<file path="src/rtl/aud_seq_pkg.sv">
package aud_seq_pkg;

    localparam int WORD_W = 16;
    localparam int BYTE_W = 8;

    typedef enum logic [2:0] {
        SQ_IDLE  = 3'b000,
        SQ_PRIME = 3'b001,
        SQ_HI    = 3'b010,
        SQ_LO    = 3'b011,
        SQ_FILL  = 3'b101
    } sq_state_e;

    typedef struct packed {
        logic [WORD_W-1:0] word;
        logic              last;
    } sq_word_t;

    function automatic logic [BYTE_W-1:0] pick_byte(input logic [WORD_W-1:0] w,
                                                    input logic upper);
        return upper ? w[WORD_W-1 -: BYTE_W] : w[BYTE_W-1:0];
    endfunction

endpackage

</file>
<file path="src/rtl/aud_seq_period.sv">
module aud_seq_period #(
    parameter int W = 16
) (
    input  logic         clk,
    input  logic         rst,
    input  logic         load,
    input  logic [W-1:0] per,
    output logic         expire
);
    logic [W-1:0] cnt;

    always_ff @(posedge clk) begin
        if (rst)
            cnt <= '0;
        else if (load)
            cnt <= (per > W'(1)) ? per : W'(1);
        else if (cnt > W'(1))
            cnt <= cnt - W'(1);
    end

    assign expire = (cnt <= W'(1));
endmodule

</file>
<file path="src/rtl/aud_seq_length.sv">
module aud_seq_length #(
    parameter int W = 16
) (
    input  logic         clk,
    input  logic         rst,
    input  logic         start,
    input  logic         word_in,
    input  logic [W-1:0] len,
    output logic         wrap
);
    logic [W-1:0] cnt;

    assign wrap = word_in && (cnt <= W'(1));

    always_ff @(posedge clk) begin
        if (rst)
            cnt <= '0;
        else if (start)
            cnt <= len;
        else if (word_in)
            cnt <= wrap ? len : cnt - W'(1);
    end
endmodule

</file>
<file path="src/rtl/aud_seq_reqtrk.sv">
module aud_seq_reqtrk (
    input  logic clk,
    input  logic rst,
    input  logic raise,
    input  logic raise_rw,
    input  logic grant,
    input  logic drop,
    output logic req,
    output logic rw_pend
);
    logic taken;
    assign taken = grant && req;

    always_ff @(posedge clk) begin
        if (rst) begin
            req     <= 1'b0;
            rw_pend <= 1'b0;
        end else begin
            if (raise)
                req <= 1'b1;
            else if (taken || drop)
                req <= 1'b0;
            if (raise_rw)
                rw_pend <= 1'b1;
            else if (taken || drop)
                rw_pend <= 1'b0;
        end
    end
endmodule

</file>
<file path="src/rtl/aud_seq_top.sv">
module aud_seq_top
    import aud_seq_pkg::*;
#(
    parameter int PER_W = 16,
    parameter int LEN_W = 16
) (
    input  logic              clk,
    input  logic              rst,
    input  logic              dma_en,
    input  logic              attach_vol,
    input  logic              attach_per,
    input  logic              per_wr,
    input  logic [PER_W-1:0]  per_val,
    input  logic              len_wr,
    input  logic [LEN_W-1:0]  len_val,
    input  logic              dat_wr,
    input  logic [WORD_W-1:0] dat_val,
    input  logic              irq_clr,
    input  logic              fetch_grant,
    input  logic              fetch_valid,
    input  logic [WORD_W-1:0] fetch_data,
    output logic              fetch_req,
    output logic              fetch_restart,
    output logic [BYTE_W-1:0] sample_out,
    output logic              sample_act,
    output logic              irq,
    output logic [2:0]        seq_state
);
    sq_state_e         st, st_nx;
    logic              mode_dma;
    logic [WORD_W-1:0] cur;
    sq_word_t          hold;
    logic [PER_W-1:0]  per_reg;
    logic [LEN_W-1:0]  len_reg;

    logic loop_st, per_exp, per_load;
    logic hi_end, lo_end, lo_quit, lo_next;
    logic cpu_start, word_use, wrap, irq_set;
    logic req_raise, req_drop;

    assign loop_st   = (st == SQ_HI) || (st == SQ_LO);
    assign hi_end    = (st == SQ_HI) && per_exp;
    assign lo_end    = (st == SQ_LO) && per_exp;
    assign lo_quit   = lo_end && (mode_dma ? !dma_en : irq);
    assign lo_next   = lo_end && !lo_quit;
    assign cpu_start = (st == SQ_IDLE) && !dma_en && dat_wr;
    assign word_use  = fetch_valid && dma_en &&
                       ((st == SQ_FILL) || (mode_dma && loop_st));

    // next-state selection
    always_comb begin
        st_nx = st;
        case (st)
            SQ_IDLE:  if (dma_en) st_nx = SQ_PRIME;
                      else if (dat_wr) st_nx = SQ_HI;
            SQ_PRIME: if (!dma_en) st_nx = SQ_IDLE;
                      else if (fetch_valid) st_nx = SQ_FILL;
            SQ_FILL:  if (!dma_en) st_nx = SQ_IDLE;
                      else if (fetch_valid) st_nx = SQ_HI;
            SQ_HI:    if (per_exp) st_nx = SQ_LO;
            SQ_LO:    if (per_exp) st_nx = lo_quit ? SQ_IDLE : SQ_HI;
            default:  st_nx = SQ_IDLE;
        endcase
    end

    assign per_load = (st_nx != st) && ((st_nx == SQ_HI) || (st_nx == SQ_LO));

    assign req_raise = ((st == SQ_IDLE) && dma_en) ||
                       (((st == SQ_PRIME) || (st == SQ_FILL)) && dma_en && fetch_valid) ||
                       (mode_dma && hi_end && attach_per) ||
                       (mode_dma && lo_next && (attach_vol || !attach_per));
    assign req_drop  = (st != SQ_IDLE) && (st_nx == SQ_IDLE);

    assign irq_set = cpu_start ||
                     (!mode_dma && lo_next) ||
                     ((st == SQ_FILL) && word_use && wrap) ||
                     (mode_dma && lo_next && hold.last);

    always_ff @(posedge clk) begin
        if (rst) st <= SQ_IDLE;
        else     st <= st_nx;
    end

    always_ff @(posedge clk) begin
        if (rst) begin
            mode_dma <= 1'b0;
            cur      <= '0;
            hold     <= '0;
            per_reg  <= '0;
            len_reg  <= '0;
            irq      <= 1'b0;
        end else begin
            if (per_wr) per_reg <= per_val;
            if (len_wr) len_reg <= len_val;
            if (st == SQ_IDLE) mode_dma <= dma_en;

            if (irq_set)      irq <= 1'b1;
            else if (irq_clr) irq <= 1'b0;

            if (cpu_start)
                cur <= dat_val;
            else if ((st == SQ_FILL) && word_use)
                cur <= fetch_data;
            else if (lo_next)
                cur <= hold.word;

            if (!mode_dma && loop_st && dat_wr)
                hold <= '{word: dat_val, last: 1'b0};
            else if (word_use && loop_st)
                hold <= '{word: fetch_data, last: wrap};
            else if (lo_next)
                hold.last <= 1'b0;
        end
    end

    aud_seq_period #(.W(PER_W)) u_period (
        .clk    (clk),
        .rst    (rst),
        .load   (per_load),
        .per    (per_reg),
        .expire (per_exp)
    );

    aud_seq_length #(.W(LEN_W)) u_length (
        .clk     (clk),
        .rst     (rst),
        .start   ((st == SQ_IDLE) && dma_en),
        .word_in (word_use),
        .len     (len_reg),
        .wrap    (wrap)
    );

    aud_seq_reqtrk u_req (
        .clk      (clk),
        .rst      (rst),
        .raise    (req_raise),
        .raise_rw (wrap),
        .grant    (fetch_grant),
        .drop     (req_drop),
        .req      (fetch_req),
        .rw_pend  (fetch_restart)
    );

    assign sample_act = loop_st;
    assign sample_out = loop_st ? pick_byte(cur, st == SQ_HI) : '0;
    assign seq_state  = st;
endmodule

</file>
<file path="config.mk">
export PLATFORM = sky130hd
export DESIGN_NAME = aud_seq_top
export DESIGN_NICKNAME = d
export VERILOG_FILES = /design/src/rtl/aud_seq_pkg.sv /design/src/rtl/aud_seq_period.sv /design/src/rtl/aud_seq_length.sv /design/src/rtl/aud_seq_reqtrk.sv /design/src/rtl/aud_seq_top.sv
export SDC_FILE = /design/constraint.sdc
export NUM_CORES = 1
export LEC_CHECK = 0
export BUFFER_PORTS_ARGS = -buffer_cell sky130_fd_sc_hd__buf_2
export CORE_MARGIN = 4
export CORE_UTILIZATION = 61
export CTS_CLUSTER_SIZE = 25
export DETAILED_ROUTE_END_ITERATION = 10
export HOLD_SLACK_MARGIN = 0.12
export MAX_ROUTING_LAYER = met4
export PLACE_DENSITY = 0.88
export SLEW_MARGIN = 20
export SYNTH_ARGS = -nofsm -noshare
export SYNTH_HDL_FRONTEND = slang
export SYNTH_SLANG_ARGS = --single-unit
export TNS_END_PERCENT = 10
</file>
<file path="constraint.sdc">
create_clock -name clk -period 7.15 [get_ports clk]
set_input_delay 0.715 -clock clk [delete_from_list [all_inputs] [get_ports clk]]
set_output_delay 0.715 -clock clk [all_outputs]
set_load 0.01 [all_outputs]
</file>
* After elaboration in Yosys (flattened, before gate mapping)
Cells that the tools add are included.
** Word-level totals
- Logic and storage cells :: 111
- Output and inout port bits :: 15
- Bits in registers :: 104
** Cells by class
- Order comparisons :: 4
- Reductions and logical operators :: 55
- Muxes and demuxes :: 31
- Add/subtract/negate cells :: 2
- Eq/ne operators :: 7
** Operators by type and width (count)
- 16-bit two-way mux :: 10
- 16-bit by 1-bit greater-than comparator with 1-bit output, second input constant :: 2
- 16-bit by 1-bit <= comparator with 1-bit output, second input constant :: 2
- 16-bit by 1-bit subtractor with 16-bit output, second input constant :: 2
- 1-bit logical AND :: 27
- 3-bit two-way mux :: 8
- 17-bit two-way mux :: 1
- 8-bit two-way mux :: 2
- 3-bit case mux with 5 select lines :: 1
- 2-bit nonzero test :: 7
- 3-bit by 2-bit == test with 1-bit output, second input constant :: 4
- 1-bit logical OR :: 12
- 1-bit two-way mux :: 8
- 3-bit zero test :: 2
- 3-bit nonzero test :: 2
- 1-bit zero test :: 4
- 3-bit by 1-bit == test with 1-bit output, second input constant :: 1
- 3-bit == test, second input constant :: 1
- 3-bit != test :: 1
- 2-bit two-way mux :: 1
- 2-bit OR reduction :: 1

* Depth between registers and ports, before layout
- Depth in word-level cells :: 11
- Mapped depth :: 10

* By module
A second synthesis with hierarchy kept.
** Second synthesis, totals
- Cells, all modules :: 629
- Area total of the unflattened synthesis :: 5620.4 sq um
** By module, submodules not included
- aud_seq_top :: times used 1, cells an instance 349, seq. area each 1401.3 sq um, area an instance 3363.2 sq um
- aud_seq_length :: times used 1, cells an instance 140, seq. area each 320.3 sq um, area an instance 1101.1 sq um
- aud_seq_period :: times used 1, cells an instance 131, seq. area each 320.3 sq um, area an instance 1086.0 sq um
- aud_seq_reqtrk :: times used 1, cells an instance 9, seq. area each 40.0 sq um, area an instance 70.1 sq um

* Worst setup path after synthesis
No wires, ideal clock.
- Kind :: input-to-reg
- Start :: in fetch_valid
- End :: reg u_length.cnt[7]
- Data required time :: 7047 ps
- Slack :: 4595 ps
- Arrival :: 2452 ps
- Path buffers :: 2
- Cell stages on the path :: 8
- Cell sequence :: clkbuf_1 and4b_1 o211ai_1 or4_4 nand2_2 buf_6 nor3_1 a2111oi_2
** On the way
- Cells in the longest elaborated chain, start to end :: 6
- Elaborated cells on any way between the ends :: 7
** RTL lines
- from (decl) :: RTL line aud_seq_top.sv:20 : input logic fetch_valid,
- 1-bit logical AND * (2 in series) :: RTL line aud_seq_top.sv:47 : assign word_use = fetch_valid && dma_en &&
- 1-bit logical AND :: RTL line aud_seq_length.sv:13 : assign wrap = word_in && (cnt <= W'(1));
- 16-bit two-way mux :: RTL line aud_seq_length.sv:21 : cnt <= wrap ? len : cnt - W'(1);
- 16-bit two-way mux :: RTL line aud_seq_length.sv:20 : else if (word_in)
- 16-bit two-way mux :: RTL line aud_seq_length.sv:18 : else if (start)
- to (signal assigned) :: RTL line aud_seq_length.sv:19 : cnt <= len;
- to (signal assigned) :: RTL line aud_seq_length.sv:21
- to (decl) :: RTL line aud_seq_length.sv:11 : logic [W-1:0] cnt;
Every way passes the cells marked *; elsewhere a longest branch is shown, timed or not. The select of a mux whose other input is x is not followed.
A chain may end at the register's enable or synchronous reset.

* Worst setup path in the final report
- Start :: reg u_period.cnt[11]
- End :: reg u_period.cnt[14]
** On the way
- Cells in the longest elaborated chain, start to end :: 10
- Elaborated cells on any way between the ends :: 17
** RTL lines
- from (decl) :: RTL line aud_seq_period.sv:10 : logic [W-1:0] cnt;
- from (signal assigned) :: RTL line aud_seq_period.sv:16 : cnt <= (per > W'(1)) ? per : W'(1);
- from (signal assigned) :: RTL line aud_seq_period.sv:18 : cnt <= cnt - W'(1);
- 16-bit by 1-bit <= comparator with 1-bit output :: RTL line aud_seq_period.sv:21 : assign expire = (cnt <= W'(1));
- 1-bit logical AND :: RTL line aud_seq_top.sv:43 : assign lo_end = (st == SQ_LO) && per_exp;
- 1-bit logical AND :: RTL line aud_seq_top.sv:44 : assign lo_quit = lo_end && (mode_dma ? !dma_en : irq);
- 2-bit two-way mux :: RTL line aud_seq_top.sv:61 : SQ_LO: if (per_exp) st_nx = lo_quit ? SQ_IDLE : SQ_HI;
- 3-bit two-way mux :: RTL line aud_seq_top.sv:61
- 3-bit case mux with 5 select lines :: RTL line aud_seq_top.sv:53 : case (st)
- 3-bit by 2-bit == test with 1-bit output :: RTL line aud_seq_top.sv:66 : assign per_load = (st_nx != st) && ((st_nx == SQ_HI) || (st_nx == SQ_LO));
- 1-bit logical OR :: RTL line aud_seq_top.sv:66
- 1-bit logical AND :: RTL line aud_seq_top.sv:66
- 16-bit two-way mux or 2-bit nonzero test (tied branches)
Parallel ways exist; a longest one is shown, timed or not. The select of a mux whose other input is x is not followed.

==> run_results.csv <==
group,metric,value,unit
timing,post_route_hold_slack,0.467,ns
hold_path,min_path_cells,2,
timing,finalHoldViolations,0,
drt,number_of_nets_with_antenna_violations_after_routing,0,
worst_setup_path,critPathRequiredTime,7.45,ns
floorplanning,start_util,62.6,%
flow_run,max_cap_viol_count,0,
synthesis,synth.ff_latch_count,104,
grt,grt_remaining_overflow,0,
grt,grt_start_max_net_pins,72,
power_and_ir_drop,switchingPower,661,µW
worst_setup_path,worst_r2r_endpoint,"u_period.cnt[14]",
timing,least_setup_slack_across_all_paths_after_layout,4.18,ns
timing,setup-tns-final,0,ns
synthesis,ys.flop_type,"dfxtp_1",
floorplanning,chipHeight,102,µm
synthesis,synth-compound-area-share,18.4,%
clocking,worstSkewPairLatency,0.37,ns
synthesis,synth_top_family_by_area,"simple AND/OR/NAND/NOR gates",
timing,timing.final.setup_violations,0,
placement,dp_hpwl,9650,µm
power_and_ir_drop,intPower,1060,µW
clocking,cts_resized,0,
timing,timing.final.crit_period,2.97,ns
clocking,cts-htree-levels,3,
clocking,clock_tree.root_cell,"clkbuf_8",
floorplanning,rows,34,
worst_setup_path,cp-start-kind,"flip-flop",
drt,routed-via-count,4934,
drt,avgRoutedWirePerCell,17.0,µm
hold_path,hold_path_startpoint,"cur[9]",
worst_setup_path,path_class,"reg2reg",
floorplanning,placeableCoreArea,0.00868,mm²
drt,detail_route.vias_per_cell,6.19,
cells_and_area,syn2layout_area_growth,11.3,%
placement,port-buffer-count,89,
grt,grt_pass1_wl,21800,µm
floorplanning,dieArea,0.0105,mm²
cells_and_area,layout-drive-gt1-share,22.1,%
clocking,cts.clk_slew.worst_paths,0.10,ns
worst_setup_path,worst-r2r-cell-count,6,
synthesis,synthesis.yosys.warnings,0,
placement,gp_routability_congestion,0.901,
worst_setup_path,ff2ff_setup_slack,4.18,ns
placement,detailedPlace.worstSlack,4.15,ns
drt,routed_wirelength,13500,µm
power_and_ir_drop,power.share.switching,38.3,%
hold_path,min_delay_worst_endpoint,"cur[9]",
synthesis,ys_async_sr_fraction,0,%
power_and_ir_drop,combinationalPowerShare,36.9,%
cells_and_area,nets,762,
status,run_status,"finished clean",
clocking,cts_hold_repair.buffers,0,
timing,period_share,41.6,%
cells_and_area,regMostFlops,"hold",
timing,grt_setup_unrepaired,"false",
clocking,numClockSinks,104,
synthesis,number_of_synthesized_flops_with_an_enable_pin,0,
synthesis,synth-simple-area-share,20.7,%
synthesis,post_synth_xor_area_fraction,2.09,%
cells_and_area,largest_reg_flops,17,
synthesis,mappedNetlistArea,0.00544,mm²
worst_setup_path,r2r_start,"u_period.cnt[11]",
synthesis,post_synthesis_net_count,699,
synthesis,synth_cell_type_count,61,
timing,final_max_slew_viol_count,0,
clocking,post-cts-setup-buffer-count,0,
worst_setup_path,cp_max_fo,18,
grt,vias_in_the_first_global_route,4662,
power_and_ir_drop,clkPwrFrac,19.8,%
drt,detail_route.drc_violations,0,
power_and_ir_drop,seq_power_share,43.3,%
clocking,cts-buffers-inserted,9,
power_and_ir_drop,ir_worst_vdd,158,µV
floorplanning,die_width,102,µm
timing,max_slew.worst_pin.slew,0.920,ns
timing,fin_skew,0.0124,ns
clocking,clock_path_buffers,2,
power_and_ir_drop,static-leakage-power,0.00259,µW
grt,groute.usage.overall,26.8,%
clocking,clock_tree_from_tritoncts,"done",
worst_setup_path,setup.worst_path.end_class,"flip-flop",
timing,max_slew_margin,38.6,%
worst_setup_path,timing.critical_path.arrival,3.27,ns
drt,dr.first_iter.drc_count,380,
drt,drtPass1Iterations,8,
power_and_ir_drop,total_power,1720,µW
power_and_ir_drop,powerDensity,285,mW/mm²
synthesis,portion_of_the_post_synthesis_area_used_by_sequential_elements,38.3,%
grt,antenna_violations_before_repair,1,
synthesis,muxShareOfSynthArea,14.9,%
synthesis,synth_adder_area_share,0.921,%
hold_path,hold_path.class,"reg2reg",
timing,maxClockFrequency,336,MHz
synthesis,average_instance_area_after_synthesis,8.77,µm²
floorplanning,io_pins,90,
synthesis,post_synth_inst_count,620,
[Yosys cell counts, drive strengths merged (3+ instances only)]
cell,n,area share (%)
o211ai,20,3.7
nand3,6,0.55
mux2i,80,15
clkbuf,24,1.7
nor4,13,1.8
xnor2,9,1.5
or3,6,0.69
nand3b,4,0.55
inv,13,0.90
o21ai,12,1.1
a21oi,39,4.4
o2bb2ai,6,0.97
a211oi,21,3.4
buf,18,2.1
nand2,59,4.1
nand2b,9,1.0
a2111oi,3,0.83
o22ai,8,0.92
ha,4,0.92
nor2,89,6.3
nor3,25,2.4
or4,9,1.4
dfxtp,104,38
a31oi,4,0.46
xor2,4,0.64
nand4,4,0.46
[area by class of cell]
cell class                 count  area (µm²)
antenna                        1        2.50
clock buffer                  10         128
clock inverter                 6        48.8
fill                         712        2630
inverter                      13        48.8
multi-input combinational    461        3110
sequential                   104        2080
tap                          108         135
timing repair buffer          94         493
[metrics by stage]
stage	instance area (µm²)	utilization [%]	instances
floorplan	5440	-	620
global placement	5850	67.4	779
detailed placement	5850	67.4	779
CTS	6030	69.4	795
global route	6050	69.7	797
finish	6050	69.7	797
[layout by cell type, fill, tap and decap left out, drive strengths merged, types with 8 or more instances in the layout]
cell / n
nor3: 25
mux2i: 80
nor2: 89
a21oi: 39
nand2: 59
or4: 9
dfxtp: 104
nand2b: 9
xnor2: 9
o22ai: 8
o211ai: 20
o21ai: 12
a211oi: 21
inv: 16
buf: 94
nor4: 13
clkbuf: 10
[cells by family after synthesis]
| kind of cell | after synthesis |
|---|---|
| XOR/XNOR | 13 |
| AO/OA/AOI/OAI | 129 |
| multiplexers | 81 |
| flip-flops | 104 |
| buffers and inverters | 55 |
| AND/OR/NAND/NOR | 234 |
| adder cells (fa/ha/maj) | 4 |
[per-layer routing]
layer | track usage [%] | wire length, µm | up-vias
li1 | - | - | 2376
met1 | 32.3 | 5650 | 2352
met2 | 43.8 | 6750 | 174
met3 | 6.14 | 814 | 32
met4 | 9.38 | 310 | 0
met5 | - | 0 | -
[worst max-delay path by stage]
stage	cells past startpoint	startpoint	to
floorplan	8	fetch_valid	u_length.cnt[7]
detailed placement	7	fetch_valid	u_length.cnt[7]
global placement	7	fetch_valid	u_length.cnt[7]
global route	6	u_period.cnt[11]	u_period.cnt[7]
CTS	6	u_period.cnt[11]	u_period.cnt[14]
finish	6	u_period.cnt[11]	u_period.cnt[14]
[power by group through the flow]
stage | Sequential (µW) | Clock (µW) | Combinational (µW)
after detailed placement | 755 | 0 | 630
after global placement | 749 | 0 | 605
after floorplan | 730 | 0 | 531
after CTS | 743 | 349 | 631
final | 747 | 341 | 636
after global routing | 756 | 372 | 707
[worst max-delay path, stage by stage, from the launching register on]
cell and delay, ns:
dfxtp_1 0.36, or4_4 0.56, or4_1 0.49, nor3_2 0.62, a21oi_2 0.42, nor2_4 0.29
o2bb2ai_1 0.15
(Power assumes the default switching activity.)
